## config.mk

```make
export PLATFORM = sky130hd
export DESIGN_NAME = aon_cfg_sequencer
export DESIGN_NICKNAME = d
export VERILOG_FILES = /design/src/rtl/aon_seq_pkg.sv /design/src/rtl/aon_copy_timer.sv /design/src/rtl/aon_seq_fsm.sv /design/src/rtl/aon_seq_datapath.sv /design/src/rtl/aon_cfg_sequencer.sv
export SDC_FILE = /design/constraint.sdc
export NUM_CORES = 1
export LEC_CHECK = 0
export ABC_AREA = 1
export BUFFER_PORTS_ARGS = -buffer_cell sky130_fd_sc_hd__buf_2
export CAP_MARGIN = 0
export CORE_MARGIN = 4
export CORE_UTILIZATION = 35
export DETAILED_ROUTE_END_ITERATION = 8
export PLACE_DENSITY = 0.84
export SYNTH_ARGS = -nofsm -noshare
export SYNTH_HDL_FRONTEND = slang
export SYNTH_HIERARCHICAL = 1
export SYNTH_SLANG_ARGS = --single-unit
export TNS_END_PERCENT = 50
```

## constraint.sdc

```tcl
create_clock -name clk -period 1.7 [get_ports clk]
set_input_delay 0 -clock clk [delete_from_list [all_inputs] [get_ports clk]]
set_output_delay 0 -clock clk [all_outputs]
set_load 0.05 [all_outputs]
```

## src/rtl/aon_seq_pkg.sv

```systemverilog
// Package: shared state encoding for the retention sequencer.
// Assumes: nothing; it holds only types.
package aon_seq_pkg;

    typedef enum logic [2:0] {
        ST_IDLE     = 3'd0,
        ST_SAVE     = 3'd1,
        ST_SLEEPING = 3'd2,
        ST_RESTORE  = 3'd3,
        ST_LDO_LOAD = 3'd4,
        ST_DONE     = 3'd5
    } aon_state_e;

endpackage

```

## src/rtl/aon_copy_timer.sv

```systemverilog
// Module: copy window counter.
// It counts the cycles of one save or restore window. It flags the cycles
// that carry a word and the last cycle of the window.
// Assumes: COPY_CYCLES >= NUM_WORDS >= 2. The run input stays high for the
// whole window and drops afterwards.
module aon_copy_timer #(
    parameter int NUM_WORDS   = 8,
    parameter int COPY_CYCLES = 24,
    parameter int CNT_W       = $clog2(COPY_CYCLES),
    parameter int ADDR_W      = $clog2(NUM_WORDS)
) (
    input  logic              clk,
    input  logic              rst_n,
    input  logic              run,
    output logic [ADDR_W-1:0] word_addr,
    output logic              word_act,
    output logic              last
);

    localparam logic [CNT_W-1:0] LAST_IDX = CNT_W'(COPY_CYCLES - 1);
    localparam logic [CNT_W:0]   WORD_LIM = (CNT_W + 1)'(NUM_WORDS);

    logic [CNT_W-1:0] cnt_q;

    // Window position: advances while running, wraps at the end, parks at zero.
    always_ff @(posedge clk) begin
        if (!rst_n) begin
            cnt_q <= '0;
        end else if (run && !last) begin
            cnt_q <= cnt_q + 1'b1;
        end else begin
            cnt_q <= '0;
        end
    end

    // Decode the word slot and the end of the window.
    always_comb begin
        last      = run && (cnt_q == LAST_IDX);
        word_act  = run && ({1'b0, cnt_q} < WORD_LIM);
        word_addr = cnt_q[ADDR_W-1:0];
    end

endmodule

```

## src/rtl/aon_seq_fsm.sv

```systemverilog
// Module: sleep and wake sequencing state machine.
// It steps through save, sleep, restore, trim load and done. It keeps a
// sleep request that arrives during the wake sequence and replays it.
// Assumes: sleep_req and wake_evt are single-cycle events, and the enables
// hold steady from wake until the end of the wake sequence.
module aon_seq_fsm
    import aon_seq_pkg::*;
(
    input  logic       clk,
    input  logic       rst_n,
    input  logic       sleep_req,
    input  logic       wake_evt,
    input  logic       restore_en,
    input  logic       ldo_load_en,
    input  logic       copy_last,
    output aon_state_e state
);

    aon_state_e state_q;
    aon_state_e state_d;
    logic       save_pend_q;

    // Next-state choice for each phase of the sequence.
    always_comb begin
        state_d = state_q;
        unique case (state_q)
            ST_IDLE: begin
                if (sleep_req || save_pend_q) state_d = ST_SAVE;
            end
            ST_SAVE: begin
                if (copy_last) state_d = ST_SLEEPING;
            end
            ST_SLEEPING: begin
                if (wake_evt) begin
                    if (restore_en)       state_d = ST_RESTORE;
                    else if (ldo_load_en) state_d = ST_LDO_LOAD;
                    else                  state_d = ST_DONE;
                end
            end
            ST_RESTORE: begin
                if (copy_last) state_d = ldo_load_en ? ST_LDO_LOAD : ST_DONE;
            end
            ST_LDO_LOAD: begin
                state_d = ST_DONE;
            end
            ST_DONE: begin
                state_d = (sleep_req || save_pend_q) ? ST_SAVE : ST_IDLE;
            end
            default: begin
                state_d = ST_IDLE;
            end
        endcase
    end

    // State register.
    always_ff @(posedge clk) begin
        if (!rst_n) state_q <= ST_IDLE;
        else        state_q <= state_d;
    end

    // Deferred save: set by a sleep request during the wake copy, cleared when a save starts.
    always_ff @(posedge clk) begin
        if (!rst_n) begin
            save_pend_q <= 1'b0;
        end else if (state_d == ST_SAVE) begin
            save_pend_q <= 1'b0;
        end else if (sleep_req &&
                     (state_q == ST_RESTORE || state_q == ST_LDO_LOAD)) begin
            save_pend_q <= 1'b1;
        end
    end

    assign state = state_q;

endmodule

```

## src/rtl/aon_seq_datapath.sv

```systemverilog
// Module: memory port steering and host gating.
// It drives the register file, retention, OTP and trim ports for the current
// state, and it derives the busy, sleep and grant outputs.
// Assumes: register-file and retention reads return data in the same cycle.
module aon_seq_datapath
    import aon_seq_pkg::*;
#(
    parameter int WORD_W = 16,
    parameter int TRIM_W = 8,
    parameter int ADDR_W = 3
) (
    input  aon_state_e        state,
    input  logic [ADDR_W-1:0] word_addr,
    input  logic              word_act,
    input  logic [WORD_W-1:0] rf_rdata,
    input  logic [WORD_W-1:0] ret_rdata,
    input  logic [TRIM_W-1:0] otp_rdata,
    input  logic              host_gen_req,
    input  logic              host_buf_req,
    output logic [ADDR_W-1:0] rf_addr,
    output logic              rf_rd_en,
    output logic              rf_wr_en,
    output logic [WORD_W-1:0] rf_wdata,
    output logic [ADDR_W-1:0] ret_addr,
    output logic              ret_rd_en,
    output logic              ret_wr_en,
    output logic [WORD_W-1:0] ret_wdata,
    output logic              otp_rd_en,
    output logic              ldo_wr_en,
    output logic [TRIM_W-1:0] ldo_trim,
    output logic              host_gen_gnt,
    output logic              host_buf_gnt,
    output logic              busy,
    output logic              asleep,
    output logic              wake_done
);

    logic saving;
    logic restoring;
    logic trimming;

    // Phase decode shared by the port and gating logic.
    always_comb begin
        saving    = (state == ST_SAVE);
        restoring = (state == ST_RESTORE);
        trimming  = (state == ST_LDO_LOAD);
    end

    // Word movement: register file into retention on save, back on restore.
    always_comb begin
        rf_addr   = word_addr;
        ret_addr  = word_addr;
        rf_rd_en  = saving && word_act;
        ret_wr_en = saving && word_act;
        ret_wdata = rf_rdata;
        ret_rd_en = restoring && word_act;
        rf_wr_en  = restoring && word_act;
        rf_wdata  = ret_rdata;
    end

    // Trim transfer from OTP to the regulator tuning register.
    always_comb begin
        otp_rd_en = trimming;
        ldo_wr_en = trimming;
        ldo_trim  = otp_rdata;
    end

    // Status flags and host access gating.
    always_comb begin
        busy         = saving || restoring || trimming;
        asleep       = (state == ST_SLEEPING);
        wake_done    = (state == ST_DONE);
        host_gen_gnt = host_gen_req && !busy;
        host_buf_gnt = host_buf_req;
    end

endmodule

```

## src/rtl/aon_cfg_sequencer.sv

```systemverilog
// Module: top of the retention save and restore sequencer.
// It connects the copy window counter, the sequencing state machine and the
// port steering.
// Assumes: COPY_CYCLES >= NUM_WORDS >= 2. Memory reads are combinational.
// The power switch is handled elsewhere.
module aon_cfg_sequencer
    import aon_seq_pkg::*;
#(
    parameter int NUM_WORDS   = 8,
    parameter int WORD_W      = 16,
    parameter int TRIM_W      = 8,
    parameter int COPY_CYCLES = 24
) (
    input  logic                         clk,
    input  logic                         rst_n,
    input  logic                         sleep_req,
    input  logic                         wake_evt,
    input  logic                         restore_en,
    input  logic                         ldo_load_en,
    output logic [$clog2(NUM_WORDS)-1:0] rf_addr,
    output logic                         rf_rd_en,
    input  logic [WORD_W-1:0]            rf_rdata,
    output logic                         rf_wr_en,
    output logic [WORD_W-1:0]            rf_wdata,
    output logic [$clog2(NUM_WORDS)-1:0] ret_addr,
    output logic                         ret_rd_en,
    input  logic [WORD_W-1:0]            ret_rdata,
    output logic                         ret_wr_en,
    output logic [WORD_W-1:0]            ret_wdata,
    output logic                         otp_rd_en,
    input  logic [TRIM_W-1:0]            otp_rdata,
    output logic                         ldo_wr_en,
    output logic [TRIM_W-1:0]            ldo_trim,
    input  logic                         host_gen_req,
    output logic                         host_gen_gnt,
    input  logic                         host_buf_req,
    output logic                         host_buf_gnt,
    output logic                         busy,
    output logic                         asleep,
    output logic                         wake_done
);

    localparam int ADDR_W = $clog2(NUM_WORDS);
    localparam int CNT_W  = $clog2(COPY_CYCLES);

    aon_state_e        state;
    logic              copy_run;
    logic              copy_last;
    logic              word_act;
    logic [ADDR_W-1:0] word_addr;

    // The window counter runs only in the two copy phases.
    assign copy_run = (state == ST_SAVE) || (state == ST_RESTORE);

    aon_copy_timer #(
        .NUM_WORDS   (NUM_WORDS),
        .COPY_CYCLES (COPY_CYCLES),
        .CNT_W       (CNT_W),
        .ADDR_W      (ADDR_W)
    ) timer_i (
        .clk       (clk),
        .rst_n     (rst_n),
        .run       (copy_run),
        .word_addr (word_addr),
        .word_act  (word_act),
        .last      (copy_last)
    );

    aon_seq_fsm fsm_i (
        .clk         (clk),
        .rst_n       (rst_n),
        .sleep_req   (sleep_req),
        .wake_evt    (wake_evt),
        .restore_en  (restore_en),
        .ldo_load_en (ldo_load_en),
        .copy_last   (copy_last),
        .state       (state)
    );

    aon_seq_datapath #(
        .WORD_W (WORD_W),
        .TRIM_W (TRIM_W),
        .ADDR_W (ADDR_W)
    ) dp_i (
        .state        (state),
        .word_addr    (word_addr),
        .word_act     (word_act),
        .rf_rdata     (rf_rdata),
        .ret_rdata    (ret_rdata),
        .otp_rdata    (otp_rdata),
        .host_gen_req (host_gen_req),
        .host_buf_req (host_buf_req),
        .rf_addr      (rf_addr),
        .rf_rd_en     (rf_rd_en),
        .rf_wr_en     (rf_wr_en),
        .rf_wdata     (rf_wdata),
        .ret_addr     (ret_addr),
        .ret_rd_en    (ret_rd_en),
        .ret_wr_en    (ret_wr_en),
        .ret_wdata    (ret_wdata),
        .otp_rd_en    (otp_rd_en),
        .ldo_wr_en    (ldo_wr_en),
        .ldo_trim     (ldo_trim),
        .host_gen_gnt (host_gen_gnt),
        .host_buf_gnt (host_buf_gnt),
        .busy         (busy),
        .asleep       (asleep),
        .wake_done    (wake_done)
    );

endmodule

```

### Word-level counts from Yosys, hierarchy flattened

Index checks and enable logic that the tools add are counted.

* register bits: 9
* output and inout port bits: 57
* input port bits: 48

* add/subtract/negate cells: 1
* eq/ne operators: 7
* reductions and logical operators: 16
* bitwise logic cells: 1
* muxes and demuxes: 8
* magnitude comparators: 1

Operators by type and width (count)
* $pmux 3 s6: 1
* $mux 3: 5
* $logic_and 1x1->1: 7
* $eq 3x1->1 const B: 2
* $eq 3x2->1 const B: 2
* $eq 3x3->1 const B: 2
* $add 5x1->5 const B: 1
* $eq 5x5->1 const B: 1
* $lt 5x4->1 const B: 1
* $logic_or 1x1->1: 4
* $logic_not 3->1: 1
* $logic_not 1->1: 2
* $mux 1: 2
* $reduce_and 2->1: 1
* $reduce_or 2->1: 1
* $not 1->1: 1

### Logic depth before layout (Yosys ltp)

* depth in word-level cells: 7
* gate-level depth with buffers: 13
* gate-level depth less buffers: 13

### By module

Netlist, hierarchy kept.

Modules (own cells, without submodules)
* aon_seq_datapath: times used 1, area each 440.4 um^2, cells an instance 65
* aon_seq_fsm: times used 1, area each 292.8 um^2, cells an instance 55
* aon_copy_timer: times used 1, area each 255.2 um^2, cells an instance 35
* aon_cfg_sequencer: times used 1, area each 10.0 um^2, cells an instance 2

### Worst setup path after synthesis

No wires, ideal clock.

* path kind: flip-flop to output port
* start: register fsm_i.state_q[0], in the netlist fsm_i/state[0]
* end: output port rf_rd_en
* stages on the path, launching flop included: 8
* path buffers: 1
* data arrival time: 2361 ps
* required time: 1700 ps
* path slack: -661 ps
* cell sequence: dfxtp_1 inv_1 nor2_2 inv_1 nor3_1 inv_1 nor3_1 buf_4

* cells in the longest elaborated chain, start to end: 4

Ends and longest elaborated chain
* start, declared: line aon_seq_fsm.sv:19 `aon_state_e state_q;`
* start signal, assigned: line aon_seq_fsm.sv:58 `else state_q <= state_d;`
* $eq 3x1->1 / $eq 3x2->1 (equally long branches): line aon_cfg_sequencer.sv:53 `assign copy_run = (state == ST_SAVE) || (state == ST_RESTORE);`
* $logic_or 1x1->1 *: line aon_cfg_sequencer.sv:53
* named net copy_run: line aon_cfg_sequencer.sv:47 `logic copy_run;`
* $logic_and 1x1->1 *: line aon_copy_timer.sv:39 `word_act = run && ({1'b0, cnt_q} < WORD_LIM);`
* named net word_act: line aon_cfg_sequencer.sv:49 `logic word_act;`
* $logic_and 1x1->1 *
* end, declared: line aon_cfg_sequencer.sv:21 `output logic rf_rd_en,`

Mark *: on every way through the listed nets, which the timed path passes. The rest lies on a longest branch.

### Worst setup path after layout

* start: register fsm_i.state_q[2], in the netlist fsm_i/state[2]
* end: output port rf_rd_en

* cells in the longest elaborated chain, start to end: 4

Ends and longest elaborated chain
* $eq 3x1->1 / $eq 3x2->1 (equally long branches): line aon_cfg_sequencer.sv:53
* $logic_or 1x1->1 *: line aon_cfg_sequencer.sv:53
* named net copy_run: line aon_cfg_sequencer.sv:47
* $logic_and 1x1->1 *: line aon_copy_timer.sv:39
* named net word_act: line aon_cfg_sequencer.sv:49
* $logic_and 1x1->1 *: line aon_seq_datapath.sv:53 `rf_rd_en = saving && word_act;`

Marks and branches as above.

==> impl_metrics.toml <==
[yosys]
synth_compound_area_frac = 0.0388
synth_area_leader_cell = "buf_4"
ys_seq_area_frac = 0.180
synth_top_family_by_area = "buffers and inverters"
yosys.area_share.adder = 0.0125
synthXorXnorAreaFrac = 0
ys_ff_latch = 9
muxShareOfSynthArea = 0
yosys_warnings = 6
synth.avg_cell_area_sq_um = 6.36
syn_inst = 157
yosysTopAreaCellShare = 0.398
synth_area_sq_um = 998
synth_area_leaders = "buf_4, dfxtp_1, nand2_1"
yosysUniqueCellTypes = 15
syn-num-nets = 206
synthSimpleGateAreaFrac = 0.279

[cells_and_area]
fin_nets = 182
final_cell_mix = "nand2_1, inv_1, nor2_1, buf_2, dfxtp_1"
drive_above_1_share = 0.326
antennaDiodeCount = 0
nFillCells = 299
seq_area_sq_um = 183
final_common_cell = "nand2_1"
final_cell_count_no_fill = 163
area.growth.synth_to_final_pct = -18.7
multi_input_area_sq_um = 340

[setup_path]
path_class = "register to output pin"
r2r-end = "fsm_i/save_pend_q$_SDFFE_PP0P_"
rrSetupSlack_ps = 180
crit_fanout = 9
reg2reg_from = "timer_i/cnt_q[0]$_SDFF_PN0_"
crit_path_end_kind = "output pin"
ff2ff_path_depth = 13
arrival_ps = 1530
critPathRequiredTime_ps = 1700
worst_setup_path_start_kind = "register"

[outcome]
status = "finished, final reports clean"

[global_route]
grt_max_degree = 10
antenna_found_initial = 0
grtUsageTotal = 0.0793
first_global_vias = 593
grt_pass1_wl_mm = 2.26
grt_overflow_total = 0

[floorplan]
initial_core_util = 0.365
dieArea_sq_um = 3770
io_pins = 105
core_area_sq_um = 2730
rows = 19
fp.dieH_um = 61.4
fp.dieW_um = 61.4

[min_path]
holdPathStages = 0
hp-class = "primary input to output pin"
hold_path_end = "rf_wdata[0]"
worstHoldStart = "ret_rdata[0]"

[pwr]
fin_total_pwr_mw = 0.480
ir_drop_mv = 0.184
p_leak_nw = 0.481
powerDensity_nw_per_um2 = 591

[clock_network]
cts_tree = "yes"
clk_latency_ps = 260
clock-sinks = 9
clkTransAtPathRegs_ps = 70
cts_setup_buffers = 0
cts_buffers = 3
clock_path_buffers = 2
cts_root_buf = "clkbuf_4"
ctsHtreeMaxLevel = 1

[timing]
grt_setup_unrepaired = "true"
max_slew_margin = 0.775
finalCriticalPeriod_ps = 1530
holdWs_ps = 0.0193
setup_tns_ps = 0
hold_viol_final = 0
finClkSkew_ps = 2.15
finalSetupViolCount = 0
fmax_ghz = 0.652
finalCritPeriodShare = 0.903
maxSlewViolCount = 0
tightest_slew_ps = 338

[placed_design]
post-dp-hpwl_mm = 1.23
portBuffers = 22
place_inst = 158
place_congestion = 0.810

[drt]
drc = 0
wl_per_cell_um = 9.18
postRouteAntennaNets = 0
initialDrtViolationCount = 23
dr.pass1.iters = 4
drt_wl_total_mm = 1.50
vias = 703
viasPerCell = 4.31

[flow_run]
drv_cap = 0
==> cells in the mapped netlist <==
master and number:
ha_1 1, buf_4 53, dfxtp_1 9, inv_2 2
o21ai_0 3, nor2_1 21, o211ai_2 1, nor2_2 3
nand3_1 5, o21bai_2 1, nor3_1 5, nand2_2 5
inv_1 22, nand4_1 1, nand2_1 25
==> repair_timing <==
action	CTS	global route
endpoints found under the hold margin	1	0
endpoints found under the setup margin	0	4
hold buffers	1	0
resized for setup	0	4
==> state kept, by name, summed over array words and instances, names as in the netlist <==
| name | flops |
|---|---|
| fsm_i/save_pend_q | 1 |
| fsm_i/state | 3 |
| timer_i/cnt_q | 5 |
==> worst max-delay path, cell delays in order (launching register included) <==
cell and delay [ps]:
dfxtp_1 400, nor2_2 150, inv_1 60, nor3_1 130, inv_1 90, nor3_2 160, buf_2 280
==> final cells by class <==
cell class,instances,share of cell area
clock buffers,3,0.0277
inverters,24,0.111
flip-flops and latches,9,0.225
clock inverters,1,0.00616
multi-input cells,71,0.419
well taps,31,0.0478
repair buffers,24,0.163
==> per-stage QoR <==
| step | utilization | cell area (sq um) | setup slack [ps] |
|---|---|---|---|
| 2_1_floorplan | - | 1010 | -187 |
| 3_3_place_gp | 0.281 | 767 | 239 |
| 3_5_place_dp | 0.281 | 767 | 148 |
| 4_1_cts | 0.294 | 805 | 128 |
| 5_1_grt | 0.297 | 812 | -0.297 |
| 6_report | 0.297 | 812 | 165 |
==> cell families after synthesis <==
logic type | after synthesis
fa+ha+maj | 1
flops | 9
simple gates | 65
compound gates | 5
buf+inv | 77
==> where the power goes <==
part           total (mW)  switching [mW]  internal (mW)
logic              0.0942          0.0670         0.0272
registers           0.218         0.00316          0.215
clock network       0.168          0.0812         0.0867
total               0.480           0.151          0.329
==> how the worst max path moves through the flow <==
stage | startpoint | to | cells past startpoint
after floorplan | fsm_i/state[0]$_SDFF_PN0_ | rf_rd_en | 7
after global placement | timer_i/cnt_q[0]$_SDFF_PN0_ | fsm_i/save_pend_q$_SDFFE_PP0P_ | 13
after detailed placement | timer_i/cnt_q[0]$_SDFF_PN0_ | fsm_i/save_pend_q$_SDFFE_PP0P_ | 13
after CTS | timer_i/cnt_q[0]$_SDFF_PN0_ | fsm_i/save_pend_q$_SDFFE_PP0P_ | 13
after global routing | fsm_i/state[2]$_SDFF_PN0_ | ret_wr_en | 6
final | fsm_i/state[2]$_SDFF_PN0_ | rf_rd_en | 6
==> routing by layer <==
layer	track usage	up-vias	routed length (um)
li1	-	366	-
met1	0.0893	298	621
met2	0.118	29	646
met3	0.0377	10	190
met4	0.0545	0	38
met5	0	-	0
Note: power is estimated with default switching activity, not from simulation.
